<file path="src/rtl/bat_pkg.sv">
package bat_pkg;
   typedef enum logic [1:0] {
      SPD_FAST  = 2'd0,
      SPD_SLOW  = 2'd1,
      SPD_XSLOW = 2'd2
   } bat_speed_e;
endpackage

</file>
<file path="src/rtl/bat_speed_map.sv">
module bat_speed_map
   import bat_pkg::*;
#(
   parameter int BANK_W = 8,
   parameter int PAGE_W = 8
) (
   input  logic [BANK_W-1:0] bank_i,
   input  logic [PAGE_W-1:0] page_i,
   input  logic              fast_en_i,
   output bat_speed_e        speed_o
);
   // The region boundaries below assume an 8-bit bank and an 8-bit page
   generate
      if (BANK_W != 8) begin : g_bad_bank
         $error("bat_speed_map: BANK_W must be 8");
      end
      if (PAGE_W != 8) begin : g_bad_page
         $error("bat_speed_map: PAGE_W must be 8");
      end
   endgenerate

   logic upper_half;   // bank bit 7: second copy of the map
   logic data_bank;    // bank bit 6: plain memory banks
   logic fast_hi;

   assign upper_half = bank_i[BANK_W-1];
   assign data_bank  = bank_i[BANK_W-2];
   assign fast_hi    = upper_half & fast_en_i;

   always_comb begin
      speed_o = SPD_SLOW;
      if (data_bank) begin
         speed_o = fast_hi ? SPD_FAST : SPD_SLOW;
      end else if (page_i < 8'h20) begin
         speed_o = SPD_SLOW;
      end else if (page_i < 8'h40) begin
         speed_o = SPD_FAST;
      end else if (page_i < 8'h42) begin
         speed_o = SPD_XSLOW;
      end else if (page_i < 8'h60) begin
         speed_o = SPD_FAST;
      end else if (page_i < 8'h80) begin
         speed_o = SPD_SLOW;
      end else begin
         speed_o = fast_hi ? SPD_FAST : SPD_SLOW;
      end
   end
endmodule

</file>
<file path="src/rtl/bat_pacer.sv">
module bat_pacer #(
   parameter int CNT_W      = 3,
   parameter int TAIL_TICKS = 2
) (
   input  logic             clk_i,
   input  logic             rst_ni,
   input  logic             start_i,
   input  logic             write_i,
   input  logic [CNT_W-1:0] len_i,
   output logic             busy_o,
   output logic             sample_o,
   output logic             done_o,
   output logic             tick_o
);
   localparam logic [CNT_W-1:0] LAST_LEFT   = CNT_W'(1);
   localparam logic [CNT_W-1:0] SAMPLE_LEFT = CNT_W'(TAIL_TICKS + 1);

   logic [CNT_W-1:0] left_q;
   logic             wr_q;
   logic             active;
   logic             accept;

   assign active = (left_q != '0);
   assign accept = start_i & ~active;

   always_ff @(posedge clk_i) begin
      if (!rst_ni) begin
         left_q <= '0;
         wr_q   <= 1'b0;
      end else if (accept) begin
         left_q <= len_i;
         wr_q   <= write_i;
      end else if (active) begin
         left_q <= left_q - LAST_LEFT;
      end
   end

   assign busy_o   = active;
   assign tick_o   = active;
   assign done_o   = (left_q == LAST_LEFT);
   assign sample_o = active & (wr_q ? (left_q == LAST_LEFT) : (left_q == SAMPLE_LEFT));
endmodule

</file>
<file path="src/rtl/bus_access_timer.sv">
module bus_access_timer
   import bat_pkg::*;
#(
   parameter int BANK_W        = 8,
   parameter int PAGE_W        = 8,
   parameter int MCLK_PER_TICK = 2,
   parameter int FAST_MCLK     = 6,
   parameter int SLOW_MCLK     = 8,
   parameter int XSLOW_MCLK    = 12,
   parameter int READ_TAIL     = 4,
   localparam int ADDR_W       = BANK_W + PAGE_W
) (
   input  logic              clk_i,
   input  logic              rst_ni,
   input  logic              start_i,
   input  logic              write_i,
   input  logic              fast_en_i,
   input  logic [ADDR_W-1:0] addr_i,
   output logic              busy_o,
   output logic              sample_o,
   output logic              done_o,
   output logic              tick_o
);
   localparam int FAST_TICKS  = FAST_MCLK / MCLK_PER_TICK;
   localparam int SLOW_TICKS  = SLOW_MCLK / MCLK_PER_TICK;
   localparam int XSLOW_TICKS = XSLOW_MCLK / MCLK_PER_TICK;
   localparam int TAIL_TICKS  = READ_TAIL / MCLK_PER_TICK;
   localparam int CNT_W       = $clog2(XSLOW_TICKS + 1);

   generate
      if (MCLK_PER_TICK < 1) begin : g_bad_tick
         $error("bus_access_timer: MCLK_PER_TICK must be positive");
      end
      if ((FAST_MCLK % MCLK_PER_TICK) != 0 || (SLOW_MCLK % MCLK_PER_TICK) != 0 ||
          (XSLOW_MCLK % MCLK_PER_TICK) != 0 || (READ_TAIL % MCLK_PER_TICK) != 0) begin : g_bad_div
         $error("bus_access_timer: lengths must be whole ticks");
      end
      if (TAIL_TICKS < 1 || FAST_TICKS <= TAIL_TICKS) begin : g_bad_tail
         $error("bus_access_timer: read tail must be shorter than the fastest access");
      end
      if (!(FAST_TICKS < SLOW_TICKS && SLOW_TICKS < XSLOW_TICKS)) begin : g_bad_order
         $error("bus_access_timer: speeds must be strictly ordered");
      end
   endgenerate

   bat_speed_e       speed;
   logic [CNT_W-1:0] len;

   bat_speed_map #(
      .BANK_W (BANK_W),
      .PAGE_W (PAGE_W)
   ) u_map (
      .bank_i    (addr_i[ADDR_W-1:PAGE_W]),
      .page_i    (addr_i[PAGE_W-1:0]),
      .fast_en_i (fast_en_i),
      .speed_o   (speed)
   );

   always_comb begin
      unique case (speed)
         SPD_FAST:  len = CNT_W'(FAST_TICKS);
         SPD_XSLOW: len = CNT_W'(XSLOW_TICKS);
         default:   len = CNT_W'(SLOW_TICKS);
      endcase
   end

   bat_pacer #(
      .CNT_W      (CNT_W),
      .TAIL_TICKS (TAIL_TICKS)
   ) u_pacer (
      .clk_i    (clk_i),
      .rst_ni   (rst_ni),
      .start_i  (start_i),
      .write_i  (write_i),
      .len_i    (len),
      .busy_o   (busy_o),
      .sample_o (sample_o),
      .done_o   (done_o),
      .tick_o   (tick_o)
   );
endmodule

</file>
<file path="config.mk">
export PLATFORM = sky130hd
export DESIGN_NAME = bus_access_timer
export DESIGN_NICKNAME = d
export VERILOG_FILES = /design/src/rtl/bat_pkg.sv /design/src/rtl/bat_speed_map.sv /design/src/rtl/bat_pacer.sv /design/src/rtl/bus_access_timer.sv
export SDC_FILE = /design/constraint.sdc
export NUM_CORES = 1
export LEC_CHECK = 0
export ABC_AREA = 0
export BUFFER_PORTS_ARGS = -buffer_cell sky130_fd_sc_hd__buf_4
export CAP_MARGIN = 30
export CORE_AREA = 3 3 40 42
export DETAILED_ROUTE_END_ITERATION = 12
export DIE_AREA = 0 0 43 45
export GPL_TIMING_DRIVEN = 0
export PLACE_DENSITY = 0.61
export SYNTH_ARGS = -nofsm -noshare
export SYNTH_HDL_FRONTEND = slang
export SYNTH_SLANG_ARGS = --single-unit
</file>
<file path="constraint.sdc">
create_clock -name clk_i -period 3.7 [get_ports clk_i]
set_input_delay 0.185 -clock clk_i [delete_from_list [all_inputs] [get_ports clk_i]]
set_output_delay 0.185 -clock clk_i [all_outputs]
set_load 0.02 [all_outputs]
</file>
==> Word-level counts from Yosys, hierarchy flattened <==
Index checks and enable logic that the tools add are counted.
{ "word_totals": {"reg_bits": 4, "in_bits": 21, "output_inout_bits": 4, "word_cells": 29} }
{ "classes": {"addsub": 1, "n_lt_le_gt_ge": 5, "eq_ne": 3, "mux": 11, "bitwise_logic": 4, "reduce_logical": 3} }
{ "ops": {"columns": ["operator", "n"], "rows": [
  ["$lt 8x7->1 const B", 3],
  ["$mux 2", 6],
  ["$lt 8x6->1 const B", 1],
  ["$lt 8x8->1 const B", 1],
  ["$mux 3", 2],
  ["$pmux 3 s2", 1],
  ["$and 1x1->1", 3],
  ["$eq 3x1->1 const B", 1],
  ["$eq 3x2->1 const B", 1],
  ["$reduce_bool 3->1", 1],
  ["$sub 3x1->3 const B", 1],
  ["$eq 2x2->1 const B", 1],
  ["$logic_not 2->1", 1],
  ["$mux 1", 2],
  ["$reduce_bool 2->1", 1],
  ["$not 1->1", 1]
]} }

==> Depth between registers and ports, before layout <==
Gate-level depths: netlist (run 1).
{ "logic_depth": {"depth_word": 11, "depth_mapped": 5, "depth_no_buf": 5} }

==> Cells and area by module <==
A second synthesis (run 1) with hierarchy kept.
{ "hier_totals": {"hier_cells": 43, "hier_area_um2": 337.8} }
{ "by_module_without_submodules": {"columns": ["mod", "n_inst", "cells_per_inst", "area_each_um2", "seq_area_each_um2"], "rows": [
  ["bat_pacer", 1, 34, 280.3, 80.1],
  ["bat_speed_map", 1, 6, 43.8, 0.0],
  ["bus_access_timer", 1, 3, 13.8, 0.0]
]} }

==> Worst setup path before layout (run 1) <==
Ideal clock, no wire load.
{ "synth_path": {"path_kind": "flip-flop to output port", "start": "register u_pacer.left_q[0]", "end": "output port tick_o", "t_arrival_ns": 1.215, "setup_slack_ns": 2.300, "path_stages_with_launch": 6, "path_cell_list": "dfxtp_1 inv_1 ha_1 nor2b_1 inv_2 buf_4"} }
{ "synth_via": {"elab_chain_cells": 1} }
{ "synth_rtl": {"columns": ["element", "line_no", "source"], "rows": [
  ["start, declared", "bat_pacer.sv:18", "logic [CNT_W-1:0] left_q;"],
  ["start signal, assigned", "bat_pacer.sv:31", "left_q <= len_i;"],
  ["start signal, assigned", "bat_pacer.sv:34", "left_q <= left_q - LAST_LEFT;"],
  ["$reduce_bool 3->1", "bat_pacer.sv:23", "assign active = (left_q != '0);"],
  ["end, declared", "bus_access_timer.sv:22", "output logic tick_o"]
]} }
Every way passes these cells.

==> Worst setup path in the final report (run 1) <==
Ends and elaborated chain as after synthesis.

==> metrics.cfg, run 1 <==
[worst_setup_path]
r2r_cells = 5
cp_max_fo = 6
endpoint_kind = output port
worstPathRequired_ns = 3.51
cp.arrival_ns = 1.66
start_kind = flip-flop
critPathKind = reg2out

[die]
dieArea_um2 = 1940
std_cell_rows = 13
ios = 25
start_util_pct = 27.7
fp.dieH_um = 45
core_area_um2 = 1280
chipWidth_um = 43

[timing]
setup_violations = 0
whs_ns = 0.210
clock.fmax_mhz = 543
fin_crit_ns = 1.84
final.setup.tns_ns = 0
skew_ns = 0.00353
tightest_slew_ns = 0.443
rsz0062_at_grt = false
fin_crit_sh_pct = 49.8
slew_viol_final = 0
hold_viol = 0
slew_headroom_pct = 70.4

[cts]
clkTransAtPathRegs_ns = 0.04
cts_tree = done
hold_buffers = 0
root_buffer = clkbuf_4
cts_setup_buffers = 0
htree_levels = 1
cts_buffers = 3
clockBufferDepth = 2
clk_latency_ns = 0.24
ctsResizeCount = 0
clkSinkCount = 4

[run_status]
status = completed

[routing]
firstDrtPassIters = 3
drtIter0Drc = 6
wire_per_inst_um = 11.4
ant_nets = 0
via_per_inst = 4.91
drc = 0
routed_wl_um = 857
vias = 368

[logic_synthesis]
synthMuxAreaShare_pct = 2.82
synthXorXnorAreaFrac_pct = 2.46
syn_inst = 40
synth.distinct_cells = 25
synth_top_area_share_pct = 22.5
synth_compound_area_share_pct = 19.4
synth_simple_gate_area_share_pct = 33.5
yosysTopAreaCell = dfxtp_1
synth_top_family_by_area = simple AND/OR/NAND/NOR gates
yosys_warnings = 0
seq_area_frac_synth_pct = 22.5
netlist_area_um2 = 355
synth-seq-cells = 4
synth_fp_nets = 65
synth_area_leaders = dfxtp_1, ha_1, o211a_1, or4b_1, nand3_1
postSynthAreaPerCell_um2 = 8.88
synth_adder_area_share_pct = 14.1

[layout]
antenna_cells = 0
fin_area_um2 = 524
area_growth_pct = 47.5
nets = 87
fillers = 135
layout-drive-gt1-share_pct = 41.7
fin_cells = 75

[place]
gp_congestion = 0.726
placed_cell_area_um2 = 502
dpl.cell_count = 72
io_buffers = 17

[global_routing]
grt.overflow.total = 0
antenna_found_initial = 0
grt_use_total_pct = 10.5
grt_pass1_vias = 364
grt_pass1_wl_um = 1480
grt_max_degree = 8

[power]
power_density_nw_per_um2 = 645
irDropWorstVdd_uv = 224
leakage_nw = 0.250

[worst_hold_path]
hold_class = in2reg
holdPathStages = 3

[job]
maxCapViolCount = 0

## synthesized netlist by cell type (all sizes together)
library cell and instances:
ha 4, o221ai 1, a211oi 1, nor3 3, nand3 3, o211a 2
nand4b 1, nand2 1, inv 3, dfxtp 4, or3b 1, nor2b 2
a21oi 1, mux2i 1, o211ai 2, a21boi 1, xor2 1, or4 1
nand2b 2, buf 1, nor2 1, or4b 2, nand3b 1
## critical path: stages, from the launching register on
cell     delay (ns)
dfxtp_1        0.33
inv_1          0.11
ha_1           0.22
nor2b_1        0.41
inv_2          0.07
buf_4          0.14
buf_4          0.14
## area by class of cell
| type | instances | area (um2) | share of cell area, % |
|---|---|---|---|
| Multi-Input combinational cell | 32 | 256 | 48.9 |
| Tap cell | 15 | 18.8 | 3.58 |
| Buffer | 1 | 7.51 | 1.43 |
| Sequential cell | 4 | 80.1 | 15.3 |
| Timing Repair Buffer | 17 | 128 | 24.3 |
| Inverter | 3 | 11.3 | 2.15 |
| Clock buffer | 3 | 22.5 | 4.30 |
## path summary, 6_finish.rpt
| path | start | end | slack [ns] |
|---|---|---|---|
| max reg2reg | u_pacer.left_q[0] | u_pacer.left_q[2] | 2.21 |
| max | u_pacer.left_q[0] | tick_o | 1.86 |
| min reg2reg | u_pacer.wr_q | u_pacer.wr_q | 0.48 |
| min | write_i | u_pacer.wr_q | 0.21 |
## layer usage
| metal | global-route usage [%] | routed length (um) |
|---|---|---|
| met1 | 11.1 | 353 |
| met2 | 17.4 | 429 |
| met3 | 2.79 | 52 |
| met4 | 9.04 | 22 |
| met5 | 0 | 0 |
## through the flow
| step | util [%] | setup slack, ns | power (mW) |
|---|---|---|---|
| 2_1_floorplan | - | 2.30 | 0.215 |
| 3_3_place_gp | 39.0 | 2.14 | 0.278 |
| 3_5_place_dp | 39.0 | 2.11 | 0.284 |
| 4_1_cts | 40.8 | 1.86 | 0.343 |
| 5_1_grt | 40.8 | 1.74 | 0.368 |
| 6_report | 40.8 | 1.86 | 0.338 |
## placed cells by master (no fill, tap or decap), drive strengths merged
| cell | instances |
|---|---|
| a211oi | 1 |
| a21boi | 1 |
| a21oi | 1 |
| buf | 18 |
| clkbuf | 3 |
| dfxtp | 4 |
| ha | 4 |
| inv | 3 |
| mux2i | 1 |
| nand2 | 1 |
| nand2b | 2 |
| nand3 | 3 |
| nand3b | 1 |
| nand4b | 1 |
| nor2 | 1 |
| nor2b | 2 |
| nor3 | 3 |
| o211a | 2 |
| o211ai | 2 |
| o221ai | 1 |
| or3b | 1 |
| or4 | 1 |
| or4b | 2 |
| xor2 | 1 |
## registers in the layout, summed over array words and instances (netlist names)
register / count
u_pacer.left_q: 3
u_pacer.wr_q: 1
## cell families (layout without fill, tap and decap cells)
logic type,count (synthesis),in the layout
simple gates,18,18
compound gates,8,8
fa+ha+maj,4,4
flops,4,4
buf+inv,4,24
xor+xnor,1,1
mux,1,1
## power by group
group	switching, mW	leakage [nW]	internal [mW]
Combinational	0.105	0.203	0.101
Sequential	0.0164	0.0331	0.0588
Clock	0.0205	0.0138	0.0365
Total	0.142	0.250	0.196
(Power assumes the default switching activity.)
==> run 2: changes to the inputs <==
==> constraint.sdc (replaced) <==
create_clock -name clk_i -period 1.85 [get_ports clk_i]
set_input_delay 0.0925 -clock clk_i [delete_from_list [all_inputs] [get_ports clk_i]]
set_output_delay 0.0925 -clock clk_i [all_outputs]
set_load 0.02 [all_outputs]
==> run 2 against run 1 <==
Against the previous run: final cell count unchanged; total power up 100%; clock skew about the same; wire length down 1.5%; sequential share of layout area down 0.073 points; clock-buffer cell count unchanged; final area up 0.48%; clock power up 99%; via count up 0.82%.
==> metrics.cfg, run 2 (synthesis results as in run 1) <==
[cts]
root_buffer = clkbuf_4
cts_setup_buffers = 0
clk_latency_ns = 0.24
cts_buffers = 3
htree_levels = 1
clkSinkCount = 4
hold_buffers = 0
cts_tree = done
clkTransAtPathRegs_ns = 0.04
clockBufferDepth = 2
ctsResizeCount = 0

[timing]
setup_violations = 0
slew_headroom_pct = 82.1
skew_ns = 0.00334
tightest_slew_ns = 0.268
clock.fmax_mhz = 617
final.setup.tns_ns = 0
hold_viol = 0
rsz0062_at_grt = false
fin_crit_sh_pct = 87.6
slew_viol_final = 0
fin_crit_ns = 1.62

[worst_hold_path]
holdPathStages = 3
min_to = u_pacer.wr_q
hold_class = in2reg
hp-start = write_i

[worst_setup_path]
endpoint_kind = output port
cp.arrival_ns = 1.53
worstPathRequired_ns = 1.76
start_kind = flip-flop
reg2reg_to = u_pacer.left_q[2]
rrSetupSlack_ns = 0.37
r2r_cells = 5
critPathKind = reg2out
cp_max_fo = 6
reg2reg_from = u_pacer.left_q[0]

[routing]
via_per_inst = 4.95
firstDrtPassIters = 2
drc = 0
routed_wl_um = 844
vias = 371
drtIter0Drc = 4
ant_nets = 0
wire_per_inst_um = 11.3

[die]
core_area_um2 = 1280
fp.dieH_um = 45
dieArea_um2 = 1940
chipWidth_um = 43
std_cell_rows = 13
start_util_pct = 27.7
ios = 25

[power]
irDropWorstVdd_uv = 440
power_density_nw_per_um2 = 1290
leakage_nw = 0.251
finalPower_mw = 0.679

[job]
maxCapViolCount = 0

[global_routing]
grt.busiest_layer = met2
grt_pass1_wl_um = 1480
grt_util_met2_pct = 17.4
grt_use_total_pct = 10.5
met3_usage_pct = 2.79
met1_usage_pct = 11.1
antenna_found_initial = 0
grt_max_degree = 8
grt.overflow.total = 0
grt_pass1_vias = 364

[layout]
final_cell_mix = buf_4, ha_1, dfxtp_1
area_growth_pct = 48.2
final_common_cell = buf_4
fillers = 135
fin_util_pct = 41.0
largest_reg_flops = 3
fin_cells = 75
regMostFlops = u_pacer.left_q
reg.largest.list = u_pacer.left_q: 3 flops, u_pacer.wr_q: 1 flops
layout-drive-gt1-share_pct = 43.3
antenna_cells = 0
nets = 87

[place]
gp_congestion = 0.726
dpl.cell_count = 72
io_buffers = 17

[run_status]
status = completed

## run 2: how the worst max path moves through the flow
stage	from	end	slack, ns	cells past startpoint
after floorplan	u_pacer.left_q[0]	u_pacer.left_q[2]	0.47	5
after global placement	u_pacer.left_q[0]	u_pacer.left_q[0]	0.36	5
after detailed placement	u_pacer.left_q[0]	tick_o	0.35	6
after CTS	u_pacer.left_q[0]	tick_o	0.1	6
after global routing	u_pacer.left_q[0]	tick_o	0.12	6
final	u_pacer.left_q[0]	tick_o	0.23	6
## run 2: worst max-delay path: stages (launching register included)
cell and delay [ns]:
dfxtp_1 0.33, inv_1 0.11, ha_1 0.22, nor2b_2 0.30, inv_2 0.06, buf_4 0.13
buf_4 0.14
## run 2: final cells by class
class / instances / area (um2) / share of cell area [%]
sequential: 4 / 80.1 / 15.2
clock buffer: 3 / 22.5 / 4.28
tap: 15 / 18.8 / 3.56
timing repair buffer: 17 / 128 / 24.2
inverter: 3 / 11.3 / 2.14
multi-input combinational: 32 / 259 / 49.2
buffer: 1 / 7.51 / 1.43
## run 2: routing by layer
metal  vias up  wire length, um
li1        193                -
met4         0               22
met5         -                0
met3         4               53
met2         9              417
met1       165              351
## run 2: where the power goes
part | internal [mW] | switching [mW]
clock | 0.0729 | 0.0402
sequential | 0.118 | 0.0337
combinational | 0.206 | 0.209
total | 0.397 | 0.283
## run 2: stage by stage
step | hold WS, ns | area, um2 | setup WS (ns)
final | 0.119 | 527 | 0.229
after detailed placement | 0.373 | 502 | 0.353
after floorplan | 0.226 | 355 | 0.468
after CTS | 0.118 | 524 | 0.0989
after global routing | 0.152 | 527 | 0.120
after global placement | 0.366 | 502 | 0.361
